===== src/rtl/hb_pkg.sv =====
package hb_pkg;
  typedef struct packed {
    logic hi;
    logic lo;
  } hb_pair_t;
endpackage


===== src/rtl/hb_leg.sv =====
module hb_leg
  import hb_pkg::*;
#(
  parameter int DEAD_CYCLES = 200
) (
  input  logic     clk,
  input  logic     rst_n,
  input  hb_pair_t req,
  input  logic     run,
  input  hb_pair_t fault_off,
  output hb_pair_t gate
);
  localparam int CW = $clog2(DEAD_CYCLES + 2);
  localparam logic [CW-1:0] QMAX = CW'(DEAD_CYCLES);

  hb_pair_t       want;
  logic [CW-1:0]  quiet;
  logic           quiet_done;

  always_comb begin
    want.hi    = req.hi & ~req.lo & run & ~fault_off.hi;
    want.lo    = req.lo & ~req.hi & run & ~fault_off.lo;
    quiet_done = (quiet == QMAX);
  end

  always_ff @(posedge clk or negedge rst_n) begin
    if (!rst_n) begin
      gate  <= '0;
      quiet <= QMAX;
    end else begin
      if (gate.hi | gate.lo)
        quiet <= '0;
      else if (!quiet_done)
        quiet <= quiet + CW'(1);
      gate.hi <= want.hi & (gate.hi | (quiet_done & ~gate.lo));
      gate.lo <= want.lo & (gate.lo | (quiet_done & ~gate.hi));
    end
  end
endmodule


===== src/rtl/hb_sense.sv =====
module hb_sense #(
  parameter int W = 6
) (
  input  logic         clk,
  input  logic         rst_n,
  input  logic         ol_det_n,
  input  logic [W-1:0] req,
  input  logic [W-1:0] flag,
  input  logic [W-1:0] gate,
  output logic [W-1:0] test_en,
  output logic [W-1:0] stat
);
  always_ff @(posedge clk or negedge rst_n) begin
    if (!rst_n) test_en <= '0;
    else        test_en <= {W{~ol_det_n}} & ~req;
  end

  for (genvar i = 0; i < W; i++) begin : g_bit
    assign stat[i] = test_en[i] ? flag[i] : gate[i];
  end
endmodule


===== src/rtl/hb_gate_ctrl.sv =====
module hb_gate_ctrl
  import hb_pkg::*;
#(
  parameter int NUM_BRIDGES = 6,
  parameter int DEAD_CYCLES = 200
) (
  input  logic                   clk,
  input  logic                   rst_n,
  input  logic [NUM_BRIDGES-1:0] lo_req,
  input  logic [NUM_BRIDGES-1:0] hi_req,
  input  logic                   ol_det_n,
  input  logic [NUM_BRIDGES-1:0] ol_flag_lo,
  input  logic [NUM_BRIDGES-1:0] ol_flag_hi,
  input  logic                   glob_fault_off,
  input  logic [NUM_BRIDGES-1:0] fault_off_lo,
  input  logic [NUM_BRIDGES-1:0] fault_off_hi,
  input  logic                   sw_run,
  input  logic                   hw_run,
  output logic [NUM_BRIDGES-1:0] gate_lo,
  output logic [NUM_BRIDGES-1:0] gate_hi,
  output logic [NUM_BRIDGES-1:0] ol_sink_lo,
  output logic [NUM_BRIDGES-1:0] ol_src_hi,
  output logic [NUM_BRIDGES-1:0] stat_lo,
  output logic [NUM_BRIDGES-1:0] stat_hi,
  output logic                   standby
);
  logic run_ok;
  logic allow;

  assign run_ok = sw_run & hw_run;
  assign allow  = run_ok & ~glob_fault_off;

  always_ff @(posedge clk or negedge rst_n) begin
    if (!rst_n) standby <= 1'b1;
    else        standby <= ~run_ok;
  end

  for (genvar k = 0; k < NUM_BRIDGES; k++) begin : g_leg
    hb_pair_t req_k, off_k, gate_k;
    assign req_k = '{hi: hi_req[k], lo: lo_req[k]};
    assign off_k = '{hi: fault_off_hi[k], lo: fault_off_lo[k]};

    hb_leg #(.DEAD_CYCLES(DEAD_CYCLES)) u_leg (
      .clk       (clk),
      .rst_n     (rst_n),
      .req       (req_k),
      .run       (allow),
      .fault_off (off_k),
      .gate      (gate_k)
    );

    assign gate_hi[k] = gate_k.hi;
    assign gate_lo[k] = gate_k.lo;
  end

  hb_sense #(.W(NUM_BRIDGES)) u_sense_lo (
    .clk      (clk),
    .rst_n    (rst_n),
    .ol_det_n (ol_det_n),
    .req      (lo_req),
    .flag     (ol_flag_lo),
    .gate     (gate_lo),
    .test_en  (ol_sink_lo),
    .stat     (stat_lo)
  );

  hb_sense #(.W(NUM_BRIDGES)) u_sense_hi (
    .clk      (clk),
    .rst_n    (rst_n),
    .ol_det_n (ol_det_n),
    .req      (hi_req),
    .flag     (ol_flag_hi),
    .gate     (gate_hi),
    .test_en  (ol_src_hi),
    .stat     (stat_hi)
  );
endmodule


===== config.mk =====
export PLATFORM = sky130hd
export DESIGN_NAME = hb_gate_ctrl
export DESIGN_NICKNAME = d
export VERILOG_FILES = /design/src/rtl/hb_pkg.sv /design/src/rtl/hb_leg.sv /design/src/rtl/hb_sense.sv /design/src/rtl/hb_gate_ctrl.sv
export SDC_FILE = /design/constraint.sdc
export NUM_CORES = 1
export LEC_CHECK = 0
export BUFFER_PORTS_ARGS = -buffer_cell sky130_fd_sc_hd__buf_2
export CORE_MARGIN = 2
export CORE_UTILIZATION = 49
export CTS_BUF_LIST = sky130_fd_sc_hd__clkbuf_4 sky130_fd_sc_hd__clkbuf_8 sky130_fd_sc_hd__clkbuf_16
export CTS_CLUSTER_DIAMETER = 50
export CTS_CLUSTER_SIZE = 10
export DETAILED_ROUTE_END_ITERATION = 8
export MAX_ROUTING_LAYER = met4
export PLACE_DENSITY = 0.73
export SLEW_MARGIN = 20
export SYNTH_ARGS = -nofsm -noshare
export SYNTH_HDL_FRONTEND = slang
export SYNTH_SLANG_ARGS = --single-unit

===== constraint.sdc =====
create_clock -name clk -period 2.7 [get_ports clk]
set_input_delay 0.27 -clock clk [delete_from_list [all_inputs] [get_ports clk]]
set_output_delay 0.27 -clock clk [all_outputs]
set_load 0.005 [all_outputs]

==> run metrics <==
Post-synth top flop dfrtp_1; Netlist cell types 42; maximum number of pins on one net before global-route repair 42; Synth Warn # 0; clk sinks 73; routed vias 3168; row cnt 31; final worst slack 1.21 ns; part of the power in the clock network 33.0%; worst min path class input pin to async pin; PD cells 759 nW/um^2; max_cap viols 0; final hold vios 0; DRC Markers 0; area grow syn2layout 21.0%; Worst setup SP type register; CP cell instances inv_1 > ha_1 > or3b_1 > o2111ai_1 > o31ai_1; Initial Util 50.7%; synth top area cells dfrtp_1 (37%), dfstp_2 (14%), a21oi_1 (4.6%), ha_1 (4.1%), nand3_1 (3.7%); Iteration-0 DRC Markers 124; register area share after synthesis 50.1%; Post-Place Setup Slack 1.06 ns; n_diodes 0; Die Y 90.8 microns; GR Util met1 27.6%; core area 7290 sq um; CTS Hold Buffers Added 0; Post-Syn Area 3690 sq um; Vias/cell 5.49; DR WL/cell 13.8 microns; Comb power frac 19.4%; initial antenna violation count 0; first-pass GRT wire length 13700 microns; worst ir drop on vdd 0.000433 V; I/O pin count 79; Net Sw Power 1030 uW; Leak 0.00198 uW; root buf cell clkbuf_8; Post-synth ARST share 100%; Total GRT Usage 20.9%; largest fanout on the critical path 5; ratio of cells with drive above 1 in the final layout 24.7%; post-layout min period 1.49 ns; Max Root-Sink Buffers 2; GRT met2 Usage 32.7%; Clock Skew 0.00967 ns; syn_area_per_cell 9.49 sq um; Final ANT Viol Nets 0; dpl hpwl 5850 microns; CP max stage delay 0.42 ns; CTS clk-pin slew, worst paths 0.08 ns; die area 8250 sq um; GR peak layer met2; worst-skew pair later-pin latency 0.34 ns; die width 90.8 microns; CP Capture Type register; sw frac 30.4%; post_cts resized 0; Seq pwr share 47.6%; total CTS buffers 9; Max-Slew Margin vs Limit 49.1%; final wirelength 7940 microns; Worst Tran Pin Value 0.763 ns; crit path DAT 1.72 ns; slowest cell on the critical path or3b_1; EDFF count, synth 0; flop2flop setup slack 1.21 ns; fin util 61.3%; Syn Nets 443; setup bufs post-CTS 0; Synth Instances 389; Slew Viols, Final 0; Period Utilization, post-route 55.2%; fmax 0.671 GHz; H-tree depth 3; cell taking the most area after synthesis dfrtp_1; Int Pwr 2360 uW; Post-Route Setup TNS 0 ns; met3 usage 3.76%; # port buffers 78; RSZ-0062 raised after global routing no; 1st-pass router iterations 4; Setup-failing EPs final 0; status finished clean; path type of the worst setup path register to register; WP data required 2.93 ns; CTS tree built; Overflow after GRT 0; gp weighted congestion 0.865; post-synth top area share 36.6%; vias in the first global route 2987; Synth Register Bits 73; Layout Nets 527
## cells by family (layout without fill, tap and decap cells)
kind of cell,after synthesis,in the layout,share of synthesized area [%]
muxes,4,4,1.22
buffers and inverters,30,119,3.12
and+or+nand+nor,172,172,25.8
AOI/OAI and AO/OA,86,86,12.8
xor gates and xnor gates,12,12,2.85
DFF,73,73,50.1
adders and majority gates,12,12,4.06
## layout make-up
class,count,area [sq um]
clock buffers,9,124
repair buffers,79,410
clock inverters,7,141
multi-input cells,286,1730
inverters,24,90.1
fillers,664,2820
flip-flops and latches,73,1850
well taps,99,124
## critical path: cells and delay by family, from the launching register on
family / cells / cell delay (ns)
flops: 1 / 0.41
simple gates: 1 / 0.42
fa+ha+maj: 1 / 0.15
compound gates: 2 / 0.30
buf+inv: 1 / 0.09
## cell usage in the layout, fill, tap and decap left out, types with 3 or more instances in the layout
cell type | synthesis | routed
o21ai_0 | 14 | 14
o21ai_1 | 19 | 19
ha_1 | 12 | 12
nand2_1 | 28 | 28
nand2b_1 | 5 | 5
nand3_1 | 27 | 27
nand4_1 | 6 | 6
nor3_1 | 21 | 21
or3b_1 | 4 | 4
mux2_1 | 4 | 4
clkbuf_8 | 0 | 9
buf_2 | 2 | 78
nor2_1 | 30 | 30
a21oi_1 | 34 | 34
nor4_1 | 4 | 4
dfrtp_1 | 54 | 54
nor4b_1 | 4 | 4
and4b_1 | 3 | 3
a31oi_1 | 8 | 8
xor2_1 | 12 | 12
or3_1 | 18 | 18
nand4b_1 | 4 | 4
o31ai_1 | 3 | 3
bufinv_16 | 0 | 4
dfstp_2 | 19 | 19
o21a_1 | 4 | 4
inv_1 | 24 | 24
## flip-flops by register name, summed over array words and instances, names as in the netlist
register	flops
g_leg.u_leg.gate	12
g_leg.u_leg.quiet	48
standby	1
u_sense_hi.test_en	6
u_sense_lo.test_en	6
## final timing paths
kind | from | cells after the start | to
worst max register to register | g_leg[2].u_leg.quiet[0] | 5 | g_leg[2].u_leg.quiet[2]
worst max-delay path | g_leg[2].u_leg.quiet[0] | 5 | g_leg[2].u_leg.quiet[2]
worst min-delay path | rst_n | 1 | g_leg[4].u_leg.quiet[2]
worst min register to register | g_leg[3].u_leg.quiet[7] | 2 | g_leg[3].u_leg.quiet[7]
min in group clk | hw_run | 2 | standby
max in group asynchronous | rst_n | 2 | g_leg[0].u_leg.quiet[3]
## metrics by stage
| step | hold slack (ns) | instances | area (sq um) | total power (uW) |
|---|---|---|---|---|
| after detailed placement | 0.393 | 561 | 4200 | 2290 |
| after CTS | 0.0202 | 577 | 4470 | 3420 |
| after global routing | 0.0583 | 577 | 4470 | 3600 |
| after global placement | 0.383 | 561 | 4200 | 2250 |
| final | 0.00228 | 577 | 4470 | 3390 |
| after floorplan | -0.0256 | 389 | 3690 | 2060 |
## cell usage after synthesis, drive strengths merged, types with 5 or more instances
cell    number
dfstp       19
nand2b       5
a31oi        8
nand2       29
dfrtp       54
nand3       27
inv         24
a21oi       34
nor2        30
xor2        12
o21ai       33
nor3        21
or3         18
nand4        6
ha          12
## metal layers
layer / routed length [microns] / up-vias
met3: 370 / 8
met4: 95 / 0
met2: 3660 / 69
li1: - / 1572
met1: 3820 / 1519
met5: 0 / -
## power groups by stage
stage          registers (uW)  clock network (uW)  logic [uW]
3_3_place_gp             1620                   0         628
6_report                 1610                1120         659
3_5_place_dp             1630                   0         658
4_1_cts                  1610                1140         666
2_1_floorplan            1550                   0         508
5_1_grt                  1650                1190         761
Note: power is estimated with default switching activity, not from simulation.
